`src/rtl/dram_rfsh_pkg.sv`:
```
package dram_rfsh_pkg;

    typedef enum logic [2:0] {
        ST_PWR,    // power-up pause
        ST_IDLE,   // bus released
        ST_LEAD,   // column strobe low ahead of the row strobe
        ST_HOLD,   // both strobes low
        ST_RONLY,  // row strobe alone low
        ST_PRE,    // precharge
        ST_SELF,   // self refresh held
        ST_EXIT    // extended precharge after self refresh
    } rf_state_e;

    typedef struct packed {
        logic ras_n;
        logic cas_n;
        logic we_n;
    } strobe_t;

    function automatic strobe_t strobe_of(rf_state_e s);
        strobe_t st;
        st.we_n  = 1'b1;
        st.ras_n = !(s == ST_HOLD || s == ST_RONLY || s == ST_SELF);
        st.cas_n = !(s == ST_LEAD || s == ST_HOLD || s == ST_SELF);
        return st;
    endfunction

    function automatic int max_of(int a, int b);
        return (a > b) ? a : b;
    endfunction

endpackage

```
`src/rtl/rf_interval_timer.sv`:
```
module rf_interval_timer #(
    parameter int REF_INTERVAL = 1950
) (
    input  logic clk,
    input  logic rst,
    input  logic run,
    output logic tick
);
    localparam int TW = $clog2(REF_INTERVAL + 1);
    localparam logic [TW-1:0] LIM = TW'(REF_INTERVAL - 1);

    logic [TW-1:0] cnt_q;

    assign tick = run && (cnt_q == LIM);

    always_ff @(posedge clk) begin
        if (rst || !run) cnt_q <= '0;
        else if (tick)   cnt_q <= '0;
        else             cnt_q <= cnt_q + 1'b1;
    end


    tick_spacing_chk: assert property (@(posedge clk) disable iff (rst)
        (tick && REF_INTERVAL > 1) |=> !tick);

endmodule

```
`src/rtl/rf_pending_ctr.sv`:
```
module rf_pending_ctr #(
    parameter int PEND_MAX = 7
) (
    input  logic clk,
    input  logic rst,
    input  logic clear,
    input  logic inc,
    input  logic dec,
    output logic pend_nz
);
    localparam int PW = $clog2(PEND_MAX + 1);
    localparam logic [PW-1:0] CAP = PW'(PEND_MAX);

    logic [PW-1:0] pend_q;

    assign pend_nz = (pend_q != '0);

    always_ff @(posedge clk) begin
        if (rst || clear) begin
            pend_q <= '0;
        end else if (inc && !dec) begin
            if (pend_q != CAP) pend_q <= pend_q + 1'b1;
        end else if (dec && !inc) begin
            pend_q <= pend_q - 1'b1;
        end
    end


    pend_cap_chk: assert property (@(posedge clk) disable iff (rst)
        pend_q <= CAP);

    no_underflow_chk: assert property (@(posedge clk) disable iff (rst)
        dec |-> pend_nz);

    sleep_clear_chk: assert property (@(posedge clk) disable iff (rst)
        clear |=> !pend_nz);

endmodule

```
`src/rtl/rf_cbr_seq.sv`:
```
module rf_cbr_seq
    import dram_rfsh_pkg::*;
#(
    parameter int INIT_WAIT   = 12500,
    parameter int WAKE_CYCLES = 8,
    parameter int T_CSR       = 1,
    parameter int T_CHR       = 2,
    parameter int T_RAS       = 8,
    parameter int T_RP        = 5,
    parameter int T_RASS      = 12500,
    parameter int T_RPS       = 14
) (
    input  logic    clk,
    input  logic    rst,
    input  logic    pend_nz,
    input  logic    ref_gnt,
    input  logic    sleep_req,
    output logic    ref_req,
    output logic    take,
    output logic    sleep_ack,
    output logic    ready,
    output logic    in_sleep,
    output strobe_t strobe
);
    localparam int CMAX = max_of(max_of(max_of(INIT_WAIT, T_RASS), max_of(T_RAS, T_RP)),
                                 max_of(max_of(T_CSR, T_CHR), T_RPS));
    localparam int CW = $clog2(CMAX + 1);
    localparam int WW = $clog2(WAKE_CYCLES + 1);

    localparam logic [CW-1:0] LIM_INIT = CW'(INIT_WAIT - 1);
    localparam logic [CW-1:0] LIM_CSR  = CW'(T_CSR - 1);
    localparam logic [CW-1:0] LIM_CHR  = CW'(T_CHR - 1);
    localparam logic [CW-1:0] LIM_RON  = CW'(T_RAS - T_CHR - 1);
    localparam logic [CW-1:0] LIM_RP   = CW'(T_RP - 1);
    localparam logic [CW-1:0] LIM_RASS = CW'(T_RASS - 1);
    localparam logic [CW-1:0] LIM_RPS  = CW'(T_RPS - 1);
    localparam logic [WW-1:0] LIM_WAKE = WW'(WAKE_CYCLES - 1);

    rf_state_e     state_q, state_d;
    logic [CW-1:0] cnt_q, cnt_d;
    logic [WW-1:0] wake_q, wake_d;
    logic          self_q, self_d;
    logic          ready_q, ready_d;

    assign ref_req   = (state_q == ST_IDLE) && pend_nz;
    assign take      = ref_req && ref_gnt;
    assign sleep_ack = (state_q == ST_SELF) && (cnt_q == LIM_RASS);
    assign in_sleep  = self_q && (state_q == ST_LEAD || state_q == ST_SELF || state_q == ST_EXIT);
    assign ready     = ready_q;
    assign strobe    = strobe_of(state_q);

    always_comb begin
        state_d = state_q;
        cnt_d   = cnt_q + 1'b1;
        wake_d  = wake_q;
        self_d  = self_q;
        ready_d = ready_q;
        unique case (state_q)
            ST_PWR: if (cnt_q == LIM_INIT) begin
                state_d = ST_LEAD; cnt_d = '0; self_d = 1'b0;
            end
            ST_IDLE: begin
                cnt_d = '0;
                if (take) begin
                    state_d = ST_LEAD; self_d = 1'b0;
                end else if (sleep_req) begin
                    state_d = ST_LEAD; self_d = 1'b1;
                end
            end
            ST_LEAD: if (cnt_q == LIM_CSR) begin
                cnt_d   = '0;
                state_d = self_q ? ST_SELF : ST_HOLD;
            end
            ST_HOLD: if (cnt_q == LIM_CHR) begin
                state_d = ST_RONLY; cnt_d = '0;
            end
            ST_RONLY: if (cnt_q == LIM_RON) begin
                state_d = ST_PRE; cnt_d = '0;
            end
            ST_PRE: if (cnt_q == LIM_RP) begin
                cnt_d = '0;
                if (!ready_q && wake_q != LIM_WAKE) begin
                    wake_d  = wake_q + 1'b1;
                    state_d = ST_LEAD;
                end else begin
                    state_d = ST_IDLE;
                    ready_d = 1'b1;
                end
            end
            ST_SELF: if (cnt_q == LIM_RASS) begin
                cnt_d = cnt_q;
                if (!sleep_req) begin
                    state_d = ST_EXIT; cnt_d = '0;
                end
            end
            ST_EXIT: if (cnt_q == LIM_RPS) begin
                state_d = ST_IDLE; cnt_d = '0;
            end
            default: begin
                state_d = ST_PWR; cnt_d = '0;
            end
        endcase
    end

    always_ff @(posedge clk) begin
        if (rst) begin
            state_q <= ST_PWR;
            cnt_q   <= '0;
            wake_q  <= '0;
            self_q  <= 1'b0;
            ready_q <= 1'b0;
        end else begin
            state_q <= state_d;
            cnt_q   <= cnt_d;
            wake_q  <= wake_d;
            self_q  <= self_d;
            ready_q <= ready_d;
        end
    end


    cas_leads_ras_chk: assert property (@(posedge clk) disable iff (rst)
        $fell(strobe.ras_n) |-> $past(!strobe.cas_n));

    cas_high_at_ras_rise_chk: assert property (@(posedge clk) disable iff (rst)
        $rose(strobe.ras_n) |-> strobe.cas_n);

    ack_strobes_low_chk: assert property (@(posedge clk) disable iff (rst)
        sleep_ack |-> (!strobe.ras_n && !strobe.cas_n));

    req_bus_idle_chk: assert property (@(posedge clk) disable iff (rst)
        ref_req |-> (ready_q && strobe.ras_n && strobe.cas_n));

    ready_sticky_chk: assert property (@(posedge clk) disable iff (rst)
        ready_q |=> ready_q);

    grant_starts_chk: assert property (@(posedge clk) disable iff (rst)
        take |=> (!strobe.cas_n && strobe.ras_n && !ref_req));

    exit_both_high_chk: assert property (@(posedge clk) disable iff (rst)
        (sleep_ack && !sleep_req) |=> (strobe.ras_n && strobe.cas_n && !sleep_ack));

endmodule

```
`src/rtl/dram_refresh_sched.sv`:
```
module dram_refresh_sched
    import dram_rfsh_pkg::*;
#(
    parameter int INIT_WAIT    = 12500,
    parameter int WAKE_CYCLES  = 8,
    parameter int REF_INTERVAL = 1950,
    parameter int T_CSR        = 1,
    parameter int T_CHR        = 2,
    parameter int T_RAS        = 8,
    parameter int T_RP         = 5,
    parameter int T_RASS       = 12500,
    parameter int T_RPS        = 14,
    parameter int PEND_MAX     = 7
) (
    input  logic clk,
    input  logic rst,
    input  logic ref_gnt,
    input  logic sleep_req,
    output logic ref_req,
    output logic sleep_ack,
    output logic ready,
    output logic ras_n,
    output logic cas_n,
    output logic we_n
);
    logic    pend_nz, take, in_sleep, tick;
    strobe_t strobe;

    rf_interval_timer #(.REF_INTERVAL(REF_INTERVAL)) u_timer (
        .clk  (clk),
        .rst  (rst),
        .run  (ready && !in_sleep),
        .tick (tick)
    );

    rf_pending_ctr #(.PEND_MAX(PEND_MAX)) u_pend (
        .clk     (clk),
        .rst     (rst),
        .clear   (in_sleep),
        .inc     (tick),
        .dec     (take),
        .pend_nz (pend_nz)
    );

    rf_cbr_seq #(
        .INIT_WAIT   (INIT_WAIT),
        .WAKE_CYCLES (WAKE_CYCLES),
        .T_CSR       (T_CSR),
        .T_CHR       (T_CHR),
        .T_RAS       (T_RAS),
        .T_RP        (T_RP),
        .T_RASS      (T_RASS),
        .T_RPS       (T_RPS)
    ) u_seq (
        .clk       (clk),
        .rst       (rst),
        .pend_nz   (pend_nz),
        .ref_gnt   (ref_gnt),
        .sleep_req (sleep_req),
        .ref_req   (ref_req),
        .take      (take),
        .sleep_ack (sleep_ack),
        .ready     (ready),
        .in_sleep  (in_sleep),
        .strobe    (strobe)
    );

    assign ras_n = strobe.ras_n;
    assign cas_n = strobe.cas_n;
    assign we_n  = strobe.we_n;

endmodule

```
`config.mk`:
```
export PLATFORM = sky130hd
export DESIGN_NAME = dram_refresh_sched
export DESIGN_NICKNAME = d
export VERILOG_FILES = /design/src/rtl/dram_rfsh_pkg.sv /design/src/rtl/rf_interval_timer.sv /design/src/rtl/rf_pending_ctr.sv /design/src/rtl/rf_cbr_seq.sv /design/src/rtl/dram_refresh_sched.sv
export SDC_FILE = /design/constraint.sdc
export NUM_CORES = 1
export LEC_CHECK = 0
export BUFFER_PORTS_ARGS = -buffer_cell sky130_fd_sc_hd__buf_4
export CAP_MARGIN = 30
export CORE_MARGIN = 3
export CORE_UTILIZATION = 53
export DETAILED_ROUTE_END_ITERATION = 10
export PLACE_DENSITY = 0.7
export SYNTH_ARGS = -nofsm -noshare
export SYNTH_HDL_FRONTEND = slang
export SYNTH_SLANG_ARGS = --single-unit
```
`constraint.sdc`:
```
create_clock -name clk -period 4 [get_ports clk]
set_input_delay 0.6 -clock clk [delete_from_list [all_inputs] [get_ports clk]]
set_output_delay 0.6 -clock clk [all_outputs]
set_load 0.05 [all_outputs]
```
Word-level counts from Yosys, hierarchy flattened
Cells that the tools add are included.
{"block": "totals", "ff_bits": 37, "in_bits": 4}
{"block": "classes", "addsub": 5, "n_eq_ne": 26, "mux": 29, "bitwise_logic": 1, "reduce_logical": 35}
{"operator": "14-bit two-way mux", "n": 8}
{"operator": "14-bit case mux with 8 select lines", "n": 1}
{"operator": "3-bit two-way mux", "n": 14}
{"operator": "14-bit by 3-bit == test with 1-bit output (second input constant)", "n": 2}
{"operator": "3-bit case mux with 8 select lines", "n": 1}
{"operator": "14-bit by 1-bit adder with 14-bit output (second input constant)", "n": 1}
{"operator": "14-bit by 1-bit == test with 1-bit output (second input constant)", "n": 1}
{"operator": "14-bit == test (second input constant)", "n": 1}
{"operator": "14-bit by 4-bit == test with 1-bit output (second input constant)", "n": 1}
{"operator": "14-bit logical NOT", "n": 1}
{"operator": "2-bit inequality test (second input constant)", "n": 7}
{"operator": "3-bit == test (second input constant)", "n": 4}
{"operator": "11-bit by 1-bit adder with 11-bit output (second input constant)", "n": 1}
{"operator": "11-bit == test (second input constant)", "n": 1}
{"operator": "1-bit logical AND", "n": 9}
{"operator": "3-bit inequality test (second input constant)", "n": 3}
{"operator": "3-bit AND reduction", "n": 3}
{"operator": "9-bit AND reduction", "n": 1}
{"operator": "1-bit logical OR", "n": 8}
{"operator": "1-bit logical NOT", "n": 7}
{"operator": "3-bit by 2-bit == test with 1-bit output (second input constant)", "n": 2}
{"operator": "4-bit by 1-bit adder with 4-bit output (second input constant)", "n": 1}
{"operator": "2-bit by 1-bit inequality test with 1-bit output (second input constant)", "n": 2}
{"operator": "4-bit by 3-bit inequality test with 1-bit output (second input constant)", "n": 1}
{"operator": "12 further kinds", "n": 15}

Longest topological paths before layout
Gate-level depths: netlist of the first run.
{"block": "logic_depth", "depth_word": 11, "depth_mapped": 11}

Cells and area by module
A second synthesis of the first run with hierarchy kept.
{"block": "hier_totals", "cells_unflattened": 262, "area_unflattened_um2": 2220.9}
{"mod": "rf_cbr_seq", "instances": 1, "cells_each": 181, "area_each_um2": 1485.2, "seq_area_each_um2": 460.4}
{"mod": "rf_interval_timer", "instances": 1, "cells_each": 57, "area_each_um2": 510.5, "seq_area_each_um2": 220.2}
{"mod": "rf_pending_ctr", "instances": 1, "cells_each": 23, "area_each_um2": 211.5, "seq_area_each_um2": 60.1}
{"mod": "dram_refresh_sched", "instances": 1, "cells_each": 1, "area_each_um2": 13.8, "seq_area_each_um2": 0.0}

Least setup slack after synthesis of the first run
No wires, ideal clock.
{"block": "synth_path", "path_kind": "reg-to-output", "start": "register u_seq.cnt_q[8]", "end": "output port sleep_ack", "t_arrival_ns": 2.090, "t_required_ns": 3.400, "path_slack_ns": 1.310, "stages_incl_launch_ff": 4, "path_buffers": 0, "path_cell_list": "dfxtp_1 -> or4_4 -> or4_4 -> nor2_1"}
{"block": "synth_via", "elab_chain_len": 2}
{"element": "start, declared", "line_no": "rf_cbr_seq.sv:40", "source": "logic [CW-1:0] cnt_q, cnt_d;"}
{"element": "start signal, assigned", "line_no": "rf_cbr_seq.sv:114", "source": "cnt_q <= cnt_d;"}
{"element": "14-bit == test", "line_no": "rf_cbr_seq.sv:47", "source": "assign sleep_ack = (state_q == ST_SELF) && (cnt_q == LIM_RASS);"}
{"element": "1-bit logical AND", "line_no": "rf_cbr_seq.sv:47"}
{"element": "end, declared", "line_no": "dram_refresh_sched.sv:20", "source": "output logic sleep_ack,"}
Every way passes these cells.

Worst setup path in the final report of the first run
{"block": "layout_path", "start": "register u_seq.cnt_q[0]", "end": "output port sleep_ack"}
The elaborated chain is that of the path after synthesis.

==> results.sh, run 1 <==
export IMPL_clk_latency_ns=0.29
export IMPL_slowest_delay_ns=0.56
export IMPL_syn_num_nets=270
export IMPL_synth_edf_count=0
export IMPL_startpoint_type="flip-flop"
export IMPL_placement_rows=22
export IMPL_grt_pass1_wl_microns=6800
export IMPL_dieArea_sq_um=4810
export IMPL_fin_area_sq_um=2300
export IMPL_placed_cell_area_sq_um=2190
export IMPL_worstSetupPathType="reg -> out"
export IMPL_grt_overflow=0
export IMPL_grt_util_all_layers=0.171
export IMPL_internal_power_uw=585
export IMPL_cp_required_ns=3.40
export IMPL_initial_core_util=0.565
export IMPL_coreArea_sq_um=3770
export IMPL_area_delta_synth_final_pct=8.23
export IMPL_synth_cells=259
export IMPL_cp_arrival_ns=2.17
export IMPL_syn_cell_area_sq_um=2130
export IMPL_worstPathMaxFanout=6
export IMPL_switching_power_uw=151
export IMPL_p_leak_nw=0.768
export IMPL_nets=270
export IMPL_drc=0
export IMPL_synth_top_cells_by_count="dfxtp_1, nor2_1, nor3_1"
export IMPL_end_kind="output pin"
export IMPL_min_path_cells=1
export IMPL_fmax_mhz=361
export IMPL_cp_depth=5
export IMPL_r2r_cells=9
export IMPL_outcome="finished clean"
export IMPL_via_count=1741
export IMPL_synth_seq_cells=37
export IMPL_drive_gt1_frac=0.0923
export IMPL_yosys_area_top_type="dfxtp_1"
export IMPL_synth_avg_cell_area_sq_um=8.22
export IMPL_async_reset_ff_frac=0
export IMPL_root_buffer="clkbuf_8"
export IMPL_die_w_microns=69.4
export IMPL_place_congestion=0.805
export IMPL_ys_warnings_count=0
export IMPL_post_cts_buffers=0
export IMPL_finClkSkew_ns=0.00619
export IMPL_peakVddDrop_mv=0.217
export IMPL_first_iter_violations=116
export IMPL_finalHoldViolCount=0
export IMPL_htreeDepth=2
export IMPL_path_delay_family="simple AND/OR/NAND/NOR gates"
export IMPL_antenna_found_initial=0
export IMPL_holdBufCountCts=0
export IMPL_hp_class="reg -> reg"
export IMPL_clkPwrFrac=0.451
export IMPL_routedWlPerCell_microns=12.5
export IMPL_cp_slowest_cell="or4_4"
export IMPL_maxCapViolCount=0
export IMPL_tritoncts="built"
export IMPL_max_slew_margin=0.510
export IMPL_drt_pass1_iter_count=4
export IMPL_sw_frac_of_total=0.206
export IMPL_synth_cell_types=51
export IMPL_dominantRegCellSynth="dfxtp_1"
export IMPL_synth_area_leaders="dfxtp_1, xnor2_1, nor2_1, xor2_1, nor3_1"
export IMPL_finalCritPeriodShare=0.692
export IMPL_ioPinCount=10
export IMPL_placement_io_buffers=8
export IMPL_numCtsBuffers=5
export IMPL_grt_setup_unrepaired="false"
export IMPL_worstMarginPinSlew_ns=0.724
export IMPL_clock_sinks=37
export IMPL_routed_wl_microns=3860
export IMPL_tns_ns=0
export IMPL_dpl_hpwl_microns=2760
export IMPL_cts_resized=0
export IMPL_clk_pin_slew_worst_paths_ns=0.07
export IMPL_grt_max_degree=23
export IMPL_synth_seq_area_share=0.348
export IMPL_p_comb_frac=0.040
export IMPL_first_global_vias=1551
export IMPL_post_route_min_period_ns=2.77
export IMPL_path_cells="ha_1, nand4_1, or4_4, nor2_1, buf_4"
export IMPL_finalSetupViolCount=0
export IMPL_synth_most_common_cell="dfxtp_1"
export IMPL_pwr_share_seq=0.509
export IMPL_crit_buf_inv=1
export IMPL_clock_path_buffers=2
export IMPL_power_density_nw_per_um2=319
export IMPL_diodes=0
export IMPL_drtAntennaViolNets=0
export IMPL_slew_viol_final=0
export IMPL_yosys_area_top_type_share=0.348
export IMPL_viasPerCell=5.65
export IMPL_die_y_microns=69.4
==> flip-flops by register name, summed over array words and instances, names as in the netlist <==
signal and flops:
u_seq.state_q 3, u_seq.ready 1, u_timer.cnt_q 11, u_seq.cnt_q 14, u_pend.pend_q 3, u_seq.wake_q 4, u_seq.self_q 1
==> area by class of cell <==
type                    instances  area [sq um]
clock inverters                 1          30.0
repair buffers                  8          60.1
fillers                       330          1470
multi-input cells             195          1280
well taps                      48          60.1
clock buffers                   7          86.3
inverters                      12          45.0
flip-flops and latches         37           741
==> cell usage in the layout, fill, tap and decap left out, drive strengths merged, types with 2 or more instances in the layout <==
| cell | Yosys | routed |
|---|---|---|
| a2111oi | 2 | 2 |
| a211oi | 2 | 2 |
| a21oi | 4 | 4 |
| and3 | 2 | 2 |
| and3b | 2 | 2 |
| and4 | 3 | 3 |
| buf | 2 | 8 |
| clkbuf | 13 | 7 |
| dfxtp | 37 | 37 |
| ha | 6 | 6 |
| inv | 12 | 12 |
| mux2i | 3 | 3 |
| nand2 | 15 | 15 |
| nand2b | 4 | 4 |
| nand3 | 15 | 15 |
| nand3b | 2 | 2 |
| nand4 | 8 | 8 |
| nor2 | 27 | 27 |
| nor2b | 4 | 4 |
| nor3 | 19 | 19 |
| nor4 | 6 | 6 |
| o211ai | 2 | 2 |
| o21a | 2 | 2 |
| o21ai | 7 | 7 |
| o31ai | 8 | 8 |
| or2 | 3 | 3 |
| or3 | 4 | 4 |
| or4 | 2 | 2 |
| xnor2 | 13 | 13 |
| xor2 | 11 | 11 |
==> power by group through the flow <==
stage          Combinational, mW  Clock, mW  Sequential (mW)
5_1_grt                   0.0331      0.356            0.375
2_1_floorplan             0.0237          0            0.381
3_3_place_gp              0.0290          0            0.383
3_5_place_dp              0.0292          0            0.383
6_report                  0.0294      0.332            0.375
4_1_cts                   0.0295      0.343            0.374
==> kinds of logic (layout without fill, tap and decap cells) <==
logic type                 after synthesis  after routing  share of synthesized area
AOI/OAI and AO/OA                       39             39                      0.137
muxes                                    4              4                     0.0194
adders and majority gates                7              7                     0.0447
xor gates and xnor gates                24             24                     0.0987
other                                    1              1                    0.00176
buffers and inverters                   27             28                     0.0499
and+or+nand+nor                        120            120                      0.300
DFF                                     37             37                      0.348
==> path summary, 6_finish.rpt <==
path,start,endpoint,slack [ns]
worst min register to register,u_timer.cnt_q[0],u_timer.cnt_q[0],0.49
worst max-delay path,u_seq.cnt_q[0],sleep_ack,1.23
worst max register to register,u_seq.state_q[0],u_pend.pend_q[2],1.27
worst min-delay path,u_timer.cnt_q[0],u_timer.cnt_q[0],0.49
==> worst register-to-register path: cells and delay by family, from the launching register on <==
family / cells / cell delay [ns]
AOI/OAI and AO/OA: 4 / 0.75
adders and majority gates: 1 / 0.41
buffers and inverters: 2 / 0.17
DFF: 1 / 0.75
and+or+nand+nor: 2 / 0.55
==> stage by stage <==
stage / util / cells / total power [mW] / hold WS [ns] / setup slack [ns]
3_5_place_dp: 0.580 / 300 / 0.412 / 0.472 / 1.27
5_1_grt: 0.611 / 308 / 0.764 / 0.551 / 0.879
3_3_place_gp: 0.580 / 300 / 0.412 / 0.468 / 1.35
2_1_floorplan: - / 259 / 0.404 / 0.445 / 1.31
4_1_cts: 0.611 / 308 / 0.747 / 0.489 / 1.23
6_report: 0.611 / 308 / 0.736 / 0.487 / 1.23
==> metal layers <==
| metal | GRT usage | wire, microns | vias to the layer above |
|---|---|---|---|
| li1 | - | - | 924 |
| met1 | 0.242 | 2090 | 783 |
| met2 | 0.247 | 1560 | 29 |
| met3 | 0.0449 | 144 | 5 |
| met4 | 0.0694 | 60 | 0 |
| met5 | 0 | 0 | - |
Note: power is estimated with default switching activity, not from simulation.
==> run 2: changes to the inputs <==
ABC_AREA = 1   (was not set)
clock period = 2.7 ns   (was 4 ns; I/O delays follow)
==> run 2 against run 1 <==
Effect of this change: sequential cell count is the same; die area is 13% higher; synthesized area up 14%; routed wire length is 33% higher; non-clock buffer count unchanged; sequential share of layout area decreased by 4.0 points; worst setup slack worse by 0.65 ns; combinational power rose to 19 times the previous value; utilization down 1.1 points; clock power grew 30%; worst hold slack worse by 0.082 ns; synthesized cell count rose by 40%; largest power group unchanged.
==> results.sh, run 2 <==
export IMPL_outcome="finished clean"
export IMPL_yosys_area_top_type="dfxtp_1"
export IMPL_synth_area_leaders="dfxtp_1, nand2_1, nor2_1, inv_1, nand3_1"
export IMPL_dominantRegCellSynth="dfxtp_1"
export IMPL_startpoint="u_seq.cnt_q[0]"
export IMPL_grt_setup_unrepaired="false"
export IMPL_fmax_mhz=471
export IMPL_cp_required_ns=2.30
export IMPL_synth_top_cells_by_count="nand2_1, nor2_1, inv_1"
export IMPL_drt_pass1_iter_count=4
export IMPL_peakVddDrop_mv=0.376
export IMPL_clk_pin_slew_worst_paths_ns=0.08
export IMPL_die_y_microns=73.8
export IMPL_largest_register="u_seq.cnt_q"
export IMPL_initial_core_util=0.555
export IMPL_hp_class="in -> reg"
export IMPL_r2r_start="u_timer.cnt_q[0]"
export IMPL_grt_pass1_wl_microns=8940
export IMPL_layout_common_cells="nand2_1, nor2_1, inv_1, dfxtp_1, nand3_1"
export IMPL_post_route_min_period_ns=2.12
export IMPL_dieArea_sq_um=5440
export IMPL_power_density_nw_per_um2=619
export IMPL_viasPerCell=5.27
export IMPL_end_kind="output pin"
export IMPL_tns_ns=0
export IMPL_finClkSkew_ns=0.00735
export IMPL_nets=384
export IMPL_syn_cell_area_sq_um=2430
export IMPL_drc=0
export IMPL_reg_top3="u_seq.cnt_q (14), u_timer.cnt_q (11), u_seq.wake_q (4)"
export IMPL_finalSetupViolCount=0
export IMPL_clk_latency_ns=0.29
export IMPL_antenna_found_initial=0
export IMPL_syn_num_nets=373
export IMPL_tritoncts="built"
export IMPL_synth_cell_types=36
export IMPL_drtAntennaViolNets=0
export IMPL_post_cts_buffers=0
export IMPL_synth_edf_count=0
export IMPL_synth_seq_cells=37
export IMPL_hp_start="sleep_req"
export IMPL_first_iter_violations=111
export IMPL_pwr_share_seq=0.385
export IMPL_place_congestion=0.844
export IMPL_maxCapViolCount=0
export IMPL_routed_wl_microns=5120
export IMPL_clock_path_buffers=2
export IMPL_yosys_area_top_type_share=0.304
export IMPL_cts_resized=0
export IMPL_root_buffer="clkbuf_8"
export IMPL_first_global_vias=2011
export IMPL_coreArea_sq_um=4380
export IMPL_placement_io_buffers=8
export IMPL_cp_arrival_ns=1.72
export IMPL_grt_overflow=0
export IMPL_synth_cells=362
export IMPL_internal_power_uw=995
export IMPL_area_delta_synth_final_pct=8.07
export IMPL_finalHoldViolCount=0
export IMPL_largest_register_ffs=14
export IMPL_worstPathMaxFanout=5
export IMPL_finalCritPeriodShare=0.786
export IMPL_synth_seq_area_share=0.304
export IMPL_worstSetupPathType="reg -> out"
export IMPL_p_leak_nw=1.08
export IMPL_placement_rows=24
export IMPL_async_reset_ff_frac=0
export IMPL_final_common_cell="nand2_1"
export IMPL_clkPwrFrac=0.265
export IMPL_diodes=0
export IMPL_sw_frac_of_total=0.389
export IMPL_ioPinCount=10
export IMPL_via_count=2246
export IMPL_dpl_hpwl_microns=4010
export IMPL_place_inst=418
export IMPL_grt_util_all_layers=0.208
export IMPL_startpoint_type="flip-flop"
export IMPL_die_w_microns=73.8
export IMPL_synth_most_common_cell="nand2_1"
export IMPL_synth_avg_cell_area_sq_um=6.72
export IMPL_routedWlPerCell_microns=12.0
export IMPL_p_comb_frac=0.350
export IMPL_holdBufCountCts=0
export IMPL_grt_max_degree=19
export IMPL_clock_sinks=37
export IMPL_htreeDepth=2
export IMPL_numCtsBuffers=5
export IMPL_ys_warnings_count=0
export IMPL_layout_cells_non_filler=426
export IMPL_slew_viol_final=0
export IMPL_switching_power_uw=633
export IMPL_drive_gt1_frac=0.147
[run 2: cell types whose count changed after synthesis, sizes merged, moves of 7 or more]
cell	delta
nand2	+81
nor2	+36
inv	+35
a21oi	+22
clkbuf	-12
nand3	+11
nor3	-9
xnor2	-9
o31ai	-7
[run 2: critical path, cell delays in order, from the launching register on]
cell and delay, ns:
dfxtp_1 0.38, ha_1 0.28, nand3_1 0.17, nor4_4 0.34
buf_4 0.26
[run 2: routing by layer]
metal / share of wire / track usage / vias to the layer above
met3: 0.037 / 0.0383 / 7
met4: 0.012 / 0.0604 / 0
met1: 0.51 / 0.296 / 1026
met5: 0 / 0 / -
met2: 0.44 / 0.320 / 33
li1: - / - / 1180
[run 2: stage by stage]
step	utilization	total power, mW	setup WS, ns	cell area [sq um]	hold slack, ns
4_1_cts	0.600	1.64	0.569	2630	0.400
6_report	0.600	1.63	0.578	2630	0.405
5_1_grt	0.600	1.75	0.496	2630	0.399
3_3_place_gp	0.577	1.20	0.848	2530	0.451
3_5_place_dp	0.577	1.21	0.802	2530	0.455
2_1_floorplan	-	1.10	0.431	2430	0.433
[run 2: cell type report]
| cell class | instances | area (sq um) |
|---|---|---|
| fillers | 450 | 1750 |
| repair buffers | 8 | 60.1 |
| multi-input cells | 274 | 1490 |
| well taps | 52 | 65.1 |
| clock buffers | 7 | 96.3 |
| flip-flops and latches | 37 | 741 |
| inverters | 47 | 176 |
| clock inverters | 1 | 5.00 |
[run 2: worst paths after layout]
path | to | cells after the start | slack (ns)
setup / recovery | sleep_ack | 4 | 0.58
hold / removal | u_seq.self_q | 3 | 0.40
setup reg to reg | u_pend.pend_q[2] | 11 | 0.80
hold reg to reg | u_timer.cnt_q[8] | 2 | 0.47
[run 2: logic make-up after synthesis]
logic type                 share of synthesized area
DFF                                            0.304
AOI/OAI and AO/OA                              0.103
other                                        0.00154
buffers and inverters                         0.0848
adders and majority gates                     0.0391
and+or+nand+nor                                0.435
xor gates and xnor gates                      0.0324
[run 2: power by group through the flow]
| stage | clock network, mW | logic (mW) | registers [mW] |
|---|---|---|---|
| after CTS | 0.439 | 0.572 | 0.627 |
| after detailed placement | 0 | 0.569 | 0.639 |
| final | 0.431 | 0.570 | 0.627 |
| after floorplan | 0 | 0.471 | 0.625 |
| after global routing | 0.467 | 0.648 | 0.635 |
| after global placement | 0 | 0.565 | 0.638 |
==> run 3: changes to the inputs <==
clock period = 2.1 ns   (was 2.7 ns; I/O delays follow)
==> run 3 against run 2 <==
Effect of this change: total power is 40% higher; sequential cell count stayed put; first-iteration DRC count down 12%; clock skew decreased by 0.0023 ns; count of clock-buffer cells in the layout down 2; via count is 0.62% higher; non-clock buffer count is 4 higher; register-to-register slack got worse by 0.53 ns; routed wire length down 1.0%; critical path type unchanged; critical endpoint unchanged.
==> results.sh, run 3 (synthesized netlist as in run 2, its figures left out) <==
export IMPL_outcome="finished clean"
export IMPL_placement_rows=24
export IMPL_startpoint_type="flip-flop"
export IMPL_maxCapViolCount=0
export IMPL_finalSetupViolCount=0
export IMPL_cp_arrival_ns=1.61
export IMPL_first_global_vias=2068
export IMPL_clock_path_buffers=2
export IMPL_routed_wl_microns=5070
export IMPL_post_route_util=0.616
export IMPL_die_y_microns=73.8
export IMPL_clock_sinks=37
export IMPL_grt_setup_unrepaired="false"
export IMPL_grt_max_degree=19
export IMPL_peakVddDrop_mv=0.458
export IMPL_largest_register_ffs=14
export IMPL_p_leak_nw=1.11
export IMPL_end_kind="output pin"
export IMPL_power_density_nw_per_um2=844
export IMPL_finalCritPeriodShare=0.915
export IMPL_power_mw=2.28
export IMPL_coreArea_sq_um=4380
export IMPL_routedWlPerCell_microns=11.8
export IMPL_fmax_mhz=520
export IMPL_largest_register="u_seq.cnt_q"
export IMPL_reg_top3="u_seq.cnt_q (14), u_timer.cnt_q (11), u_seq.wake_q (4)"
export IMPL_placement_io_buffers=8
export IMPL_root_buffer="clkbuf_8"
export IMPL_antenna_found_initial=0
export IMPL_tritoncts="built"
export IMPL_layout_common_cells="nand2_1, nor2_1, inv_1, dfxtp_1, nand3_1"
export IMPL_clk_pin_slew_worst_paths_ns=0.08
export IMPL_viasPerCell=5.26
export IMPL_worstPathMaxFanout=4
export IMPL_die_w_microns=73.8
export IMPL_numCtsBuffers=5
export IMPL_grt_util_all_layers=0.207
export IMPL_nets=388
export IMPL_holdBufCountCts=0
export IMPL_finClkSkew_ns=0.00501
export IMPL_dieArea_sq_um=5440
export IMPL_tns_ns=0
export IMPL_clk_latency_ns=0.29
export IMPL_final_common_cell="nand2_1"
export IMPL_htreeDepth=2
export IMPL_drc=0
export IMPL_area_delta_synth_final_pct=11.1
export IMPL_drtAntennaViolNets=0
export IMPL_place_congestion=0.873
export IMPL_drive_gt1_frac=0.161
export IMPL_via_count=2260
export IMPL_post_route_min_period_ns=1.92
export IMPL_grt_pass1_wl_microns=8910
export IMPL_drt_pass1_iter_count=6
export IMPL_worstSetupPathType="reg -> out"
export IMPL_finalHoldViolCount=0
export IMPL_dpl_hpwl_microns=3940
export IMPL_first_iter_violations=98
export IMPL_cp_required_ns=1.78
export IMPL_slew_viol_final=0
export IMPL_hp_class="in -> reg"
export IMPL_grt_overflow=0
export IMPL_ioPinCount=10
export IMPL_diodes=0
export IMPL_initial_core_util=0.555
export IMPL_n_fill_cell=429
-- run 3: cell count changes in the layout (fill, tap and decap cells not counted), sizes merged --
| cell | before | now |
|---|---|---|
| buf | 8 | 12 |
| bufinv | 0 | 2 |
| clkbuf | 7 | 5 |
-- run 3: path summary, 6_finish.rpt --
| kind | from | end | slack, ns | cells after the start |
|---|---|---|---|---|
| max | u_seq.cnt_q[0] | sleep_ack | 0.18 | 4 |
| min reg2reg | u_timer.cnt_q[0] | u_timer.cnt_q[0] | 0.47 | 1 |
| min | sleep_req | u_seq.self_q | 0.32 | 3 |
| max reg2reg | u_seq.state_q[2] | u_pend.pend_q[2] | 0.27 | 10 |
-- run 3: repair_timing --
item / 4_1_cts / 5_1_grt
buffers inserted: 0 / 0
hold endpoints to repair: 0 / 0
gates resized for setup: 0 / 1
setup endpoints to repair: 0 / 1
-- run 3: routing by layer --
layer / global-route usage / wire length, microns
met1: 0.263 / 2380
met2: 0.351 / 2460
met3: 0.0492 / 212
met4: 0.0463 / 17
met5: 0 / 0
-- run 3: metrics by stage --
stage                     hold WS [ns]  setup slack [ns]  instances  area, sq um
after floorplan                  0.433             0.150        362         2440
after global placement           0.451             0.340        422         2560
after detailed placement         0.463             0.297        422         2560
after CTS                        0.311             0.102        430         2700
after global routing             0.337            0.0512        430         2700
final                            0.321             0.178        430         2700
-- run 3: cell type report --
class                           count  area (sq um)  share of cell area
Inverter                           47           176              0.0653
Tap cell                           52          65.1              0.0241
Sequential cell                    37           741               0.274
Timing Repair Buffer               12          90.1              0.0333
Multi-Input combinational cell    274          1500               0.554
Clock inverter                      3          65.1              0.0241
Clock buffer                        5          68.8              0.0255
-- run 3: report_power, final --
part	internal, mW	switching [mW]	leakage (nW)
Clock	0.472	0.257	0.0681
Sequential	0.744	0.0613	0.299
Combinational	0.245	0.502	0.748
Total	1.46	0.820	1.11
-- run 3: worst max-delay path, stage by stage, from the launching register on --
cell	delay (ns)
dfxtp_1	0.38
ha_1	0.20
nand3_1	0.14
nor4_4	0.34
buf_4	0.26
